**src/rtl/otg_role_fsm.sv**
```systemverilog
module otg_role_fsm #(
  parameter int ROLE_CFG    = 0,
  parameter int SYNC_STAGES = 2,
  parameter int REG_W       = 32,
  parameter int ID_BIT      = 8,
  parameter int SV_BIT      = 11,
  parameter int ID_CHG_BIT  = 16,
  parameter int SV_CHG_BIT  = 19,
  parameter int ID_IE_BIT   = 24,
  parameter int SV_IE_BIT   = 27
) (
  input  logic             clk,
  input  logic             rst_n,
  input  logic             id_pin,
  input  logic             sess_pin,
  input  logic             host_avail,
  input  logic             periph_avail,
  input  logic             csr_wr,
  input  logic [REG_W-1:0] csr_wdata,
  output logic [REG_W-1:0] csr_rdata,
  input  logic             force_vld,
  input  logic [1:0]       force_cmd,
  output logic             host_en,
  output logic             periph_en,
  output logic             ctrl_reset,
  output logic [1:0]       role,
  output logic             irq
);

  localparam bit FORCE_ID  = (ROLE_CFG != 0);
  localparam bit FORCE_VAL = (ROLE_CFG == 2);
  localparam bit ID_RST    = FORCE_ID ? FORCE_VAL : 1'b1;

  localparam logic [1:0] CMD_NONE = 2'd0;
  localparam logic [1:0] CMD_PER  = 2'd1;
  localparam logic [1:0] CMD_HOST = 2'd2;

  typedef enum logic [1:0] {ST_UNDEF, ST_IDLE, ST_PERIPH, ST_HOST} st_t;
  st_t st, st_nx;

  logic [SYNC_STAGES-1:0] id_sync, sv_sync;
  logic id_s, sv_s, id_d, sv_d, id_edge, sv_edge;
  logic id_l, sv_l, id_chg, sv_chg, id_ie, sv_ie;
  logic go_host, go_per, per_exit, host_exit, ovr_ok;

  always_ff @(posedge clk or negedge rst_n)
    if (!rst_n) begin
      id_sync <= '1;
      sv_sync <= '0;
      id_d    <= 1'b1;
      sv_d    <= 1'b0;
    end else begin
      id_sync <= {id_sync[SYNC_STAGES-2:0], id_pin};
      sv_sync <= {sv_sync[SYNC_STAGES-2:0], sess_pin};
      id_d    <= id_s;
      sv_d    <= sv_s;
    end

  assign id_s    = id_sync[SYNC_STAGES-1];
  assign sv_s    = sv_sync[SYNC_STAGES-1];
  assign id_edge = id_s ^ id_d;
  assign sv_edge = sv_s ^ sv_d;

  assign go_host   = !id_l && host_avail;
  assign go_per    = sv_l && periph_avail;
  assign per_exit  = !sv_l || !id_l;
  assign host_exit = id_l;

  always_comb begin
    ovr_ok = 1'b0;
    if (force_vld)
      case (force_cmd)
        CMD_NONE: ovr_ok = (st == ST_HOST) || (st == ST_PERIPH);
        CMD_PER:  ovr_ok = (st == ST_IDLE) || (st == ST_HOST);
        CMD_HOST: ovr_ok = (st == ST_IDLE) || (st == ST_PERIPH);
        default:  ovr_ok = 1'b0;
      endcase
  end

  always_ff @(posedge clk or negedge rst_n)
    if (!rst_n) begin
      id_l <= ID_RST;
      sv_l <= 1'b0;
    end else begin
      if (st == ST_UNDEF) begin
        id_l <= id_s;
        sv_l <= sv_s;
      end else if (ovr_ok) begin
        case (force_cmd)
          CMD_NONE: begin id_l <= 1'b1; sv_l <= 1'b0; end
          CMD_PER:  begin id_l <= 1'b1; sv_l <= 1'b1; end
          default:  id_l <= 1'b0;
        endcase
      end else if (id_chg && id_ie) begin
        id_l <= id_s;
      end else if (sv_chg && sv_ie) begin
        sv_l <= sv_s;
      end
      if (FORCE_ID) id_l <= FORCE_VAL;
    end

  always_ff @(posedge clk or negedge rst_n)
    if (!rst_n) begin
      id_chg <= 1'b0;
      sv_chg <= 1'b0;
      id_ie  <= 1'b0;
      sv_ie  <= 1'b0;
    end else begin
      id_chg <= id_edge || (id_chg && !(csr_wr && csr_wdata[ID_CHG_BIT]));
      sv_chg <= sv_edge || (sv_chg && !(csr_wr && csr_wdata[SV_CHG_BIT]));
      if (csr_wr) id_ie <= csr_wdata[ID_IE_BIT];
      if (st == ST_IDLE && go_host) sv_ie <= 1'b0;
      else if (csr_wr)              sv_ie <= csr_wdata[SV_IE_BIT];
    end

  always_comb begin
    st_nx = st;
    case (st)
      ST_UNDEF:  st_nx = ST_IDLE;
      ST_IDLE:   if (go_host) st_nx = ST_HOST;
                 else if (go_per) st_nx = ST_PERIPH;
      ST_PERIPH: if (per_exit) st_nx = ST_IDLE;
      ST_HOST:   if (host_exit) st_nx = ST_IDLE;
      default:   st_nx = ST_UNDEF;
    endcase
  end

  always_ff @(posedge clk or negedge rst_n)
    if (!rst_n) st <= ST_UNDEF;
    else        st <= st_nx;

  assign host_en    = (st == ST_HOST);
  assign periph_en  = (st == ST_PERIPH);
  assign role       = host_en ? 2'd2 : (periph_en ? 2'd1 : 2'd0);
  assign ctrl_reset = (st == ST_UNDEF) || (periph_en && per_exit) || (host_en && host_exit);
  assign irq        = (id_chg && id_ie) || (sv_chg && sv_ie);

  always_comb begin
    csr_rdata             = '0;
    csr_rdata[ID_BIT]     = id_l;
    csr_rdata[SV_BIT]     = sv_l;
    csr_rdata[ID_CHG_BIT] = id_chg;
    csr_rdata[SV_CHG_BIT] = sv_chg;
    csr_rdata[ID_IE_BIT]  = id_ie;
    csr_rdata[SV_IE_BIT]  = sv_ie;
  end

  a_r2_edge_sets_flag: assert property (@(posedge clk) disable iff (!rst_n)
    id_edge |=> id_chg);

  a_r3_sv_waits_for_id: assert property (@(posedge clk) disable iff (!rst_n)
    (id_chg && id_ie && !ovr_ok && st != ST_UNDEF) |=> $stable(sv_l));

  a_r4_host_entry_inputs: assert property (@(posedge clk) disable iff (!rst_n)
    $rose(host_en) |-> ($past(host_avail) && !$past(id_l)));

  a_r5_host_drops_sv_ie: assert property (@(posedge clk) disable iff (!rst_n)
    $rose(host_en) |-> !sv_ie);

  a_r6_host_exit_reset: assert property (@(posedge clk) disable iff (!rst_n)
    $fell(host_en) |-> $past(ctrl_reset));

  a_r6_periph_exit_reset: assert property (@(posedge clk) disable iff (!rst_n)
    $fell(periph_en) |-> $past(ctrl_reset));

  generate
    if (ROLE_CFG == 1) begin : g_host_only
      a_r9_no_periph: assert property (@(posedge clk) disable iff (!rst_n)
        !periph_en);
    end else if (ROLE_CFG == 2) begin : g_periph_only
      a_r9_no_host: assert property (@(posedge clk) disable iff (!rst_n)
        !host_en);
    end
  endgenerate

endmodule

```
**config.mk**
```make
export PLATFORM = sky130hd
export DESIGN_NAME = otg_role_fsm
export DESIGN_NICKNAME = d
export VERILOG_FILES = /design/src/rtl/otg_role_fsm.sv
export SDC_FILE = /design/constraint.sdc
export NUM_CORES = 1
export LEC_CHECK = 0
export BUFFER_PORTS_ARGS = -buffer_cell sky130_fd_sc_hd__buf_2
export CORE_UTILIZATION = 30
export CTS_BUF_LIST = sky130_fd_sc_hd__clkbuf_4
export DETAILED_ROUTE_END_ITERATION = 10
export MAX_ROUTING_LAYER = met4
export PLACE_DENSITY = 0.68
export SETUP_SLACK_MARGIN = 0.02
export SLEW_MARGIN = 20
export SYNTH_ARGS = -nofsm -noshare
export SYNTH_HDL_FRONTEND = slang
export SYNTH_SLANG_ARGS = --single-unit
export TNS_END_PERCENT = 30
```
**constraint.sdc**
```tcl
create_clock -name clk -period 2.1 [get_ports clk]
set_clock_uncertainty 0.2 [all_clocks]
set_input_delay 0.21 -clock clk [delete_from_list [all_inputs] [get_ports clk]]
set_output_delay 0.21 -clock clk [all_outputs]
set_load 0.02 [all_outputs]
```
==> impl_metrics.ini <==
[sta]
whs_ns = 0.0600
setup_viol = 0
finalCriticalPeriod_ns = 1.78
drv_slew = 0
setup_tns_ns = 0
rsz0062_at_grt = no
finalHoldViolations = 0
fmax_mhz = 562
finalCritPeriodShare_pct = 84.8
setup_ws_ns = 0.319

[route]
via_per_inst = 3.98
routed_wirelength_mm = 1.49
drt-initial-drc-count = 5
drcViolationCount = 0
ant_nets = 0
wl_per_cell_um = 8.59
firstDrtPassIters = 3
vias = 688

[grt]
grt_max_degree = 15
grt_most_used_layer = met2
antenna_found_initial = 0
use_met1_pct = 9.58
grt_pass1_wl_mm = 2.33
grt_usage_pct = 9.14
gr-total-overflow = 0
grtUsageMet3_pct = 3.90
grt_pass1_vias = 566
use_met2_pct = 15.4

[floorplan]
core_um2 = 3100
design.die.area_um2 = 3570
die_w_um = 59.8
start_util_pct = 32.3
placementRows = 20
io-pin-count = 80
die_y_um = 59.8

[hold_path]
min_path_type = input port to flip-flop
hp-start = csr_wr

[power_and_ir_drop]
leakage_nw = 0.559
p_total_mw = 0.961
power.density_nw_per_um2 = 877
ir_drop_mv = 0.462

[clock_tree]
cts_buffers = 3
path_clk_slew_ns = 0.07
clk_path_buf_depth = 2
cts.sinks = 14
cts_tree = done
root_buffer = clkbuf_4
htree_levels = 1
insertion_delay_ns = 0.27

[place]
placedCellCount = 163
routabilityCongestion = 0.707
portBuffers = 25
dpl.hpwl_mm = 1.18
dpl_cell_area_um2 = 1000
preCtsSetupSlack_ns = 0.325

[outcome]
status = complete, no violations

[finish]
drive_gt1_share_pct = 27.9
final_cell_mix = 26 x conb_1, 25 x buf_2, 15 x nand2_1, 10 x dfrtp_1, 7 x dlygate4sd3_1
nFillCells = 322
fin_cells = 173
final_util_pct = 35.3
diodes = 0
syn_to_final_growth_pct = 9.50
mostFrequentLayoutCell = conb_1
final_area_um2 = 1100
nets = 177

[synth]
ys_ff_latch = 14
synthCells = 105
synth_area_per_cell_um2 = 9.53
ys_types = 31
synth_seq_area_share_pct = 35.5
ys_warn_count = 0
post_synth_instance_area_um2 = 1000

[critical_path]
r2r-start = st[0]$_DFFE_PN0P_
worst-path-max-fanout = 7
cp.arrival_ns = 1.37
required_ns = 1.69
crit_path_start = host_exit$_DFFE_PN1P_
path_class = flip-flop to primary output
critPathCaptureType = primary output
crit_path_start_kind = flip-flop

[run]
cap_violations = 0
## timing repair
| item | in CTS | in global routing |
|---|---|---|
| resized for setup | 0 | 0 |
| hold buffers | 7 | 0 |
| endpoints found under the hold margin | 20 | 0 |
| buffers inserted | 0 | 0 |
## final timing paths
| path | to | slack (ns) | depth (start not counted) |
|---|---|---|---|
| max | ctrl_reset | 0.32 | 4 |
| min | id_ie$_DFFE_PN0P_ | 0.06 | 2 |
| max reg2reg | sv_l$_DFFE_PN0P_ | 0.44 | 4 |
| min reg2reg | id_sync[1]$_DFF_PN1_ | 0.16 | 0 |
| max in group asynchronous | id_d$_DFF_PN1_ | 1.27 | 2 |
| min in group asynchronous | sv_sync[0]$_DFF_PN0_ | 0.15 | 2 |
## synth_stat cells
library cell	count	area [µm²]
mux2i_1	4	40.0
a21oi_1	2	10.0
buf_6	1	11.3
conb_1	1	3.75
a22o_1	1	8.76
nor2_2	1	6.26
nor3b_1	1	7.51
o211ai_1	1	7.51
mux2_2	1	11.3
nand2b_1	2	12.5
xnor2_1	2	17.5
o221ai_1	1	8.76
and2b_1	1	7.51
ha_1	4	50.1
a211o_1	1	8.76
a311oi_4	1	26.3
and2_1	1	6.26
nor2_1	2	7.51
a32o_1	1	10.0
and2_4	1	8.76
nand2_1	15	56.3
buf_2	1	5.00
o21ai_0	2	10.0
buf_4	34	255
dfrtp_1	10	250
nor2b_1	1	6.26
inv_1	4	15.0
and4b_1	1	10.0
dfstp_2	4	105
a31oi_1	2	12.5
nand3_1	1	5.00
## power by group
group / leakage (nW) / switching [mW] / internal [mW] / total (mW)
clock network: 0.0138 / 0.0719 / 0.0663 / 0.138
logic: 0.391 / 0.247 / 0.167 / 0.414
registers: 0.154 / 0.0848 / 0.324 / 0.409
total: 0.559 / 0.404 / 0.557 / 0.961
## metal layers
metal  routed length, µm  up-vias  part of all wire (%)
met5                   0        -                     0
met4                   0        0                     0
met3                 123        0                   8.3
met2                 742       39                    50
met1                 620      317                    42
li1                    -      332                     -
## logic make-up after synthesis
family	Yosys count	share of synthesized area, %
adder cells (fa/ha/maj)	4	5.00
AO/OA/AOI/OAI	12	10.3
XOR/XNOR	2	1.75
buffers and inverters	40	28.6
AND/OR/NAND/NOR	27	13.4
flip-flops	14	35.5
other	1	0.375
multiplexers	5	5.13
## critical path, stage by stage (launching register included)
cell and delay, ns:
dfstp_2 0.59, nand2_1 0.08, nor3b_1 0.20, a21oi_1 0.05, buf_2 0.17
## sequential cells by signal, indices dropped and copies added (netlist names)
register / cells
id_chg: 1
id_d: 1
sv_sync: 2
host_exit: 1
sv_chg: 1
sv_d: 1
sv_ie: 1
st: 2
sv_l: 1
id_ie: 1
id_sync: 2
## cell type report
type,count,area [µm²],share of cell area [%]
clock buffer,3,22.5,2.05
inverter,4,15.0,1.37
multi-input combinational,76,453,41.3
sequential,14,355,32.4
tap,44,55.1,5.02
timing repair buffer,32,195,17.8
Note: power is estimated with default switching activity, not from simulation.
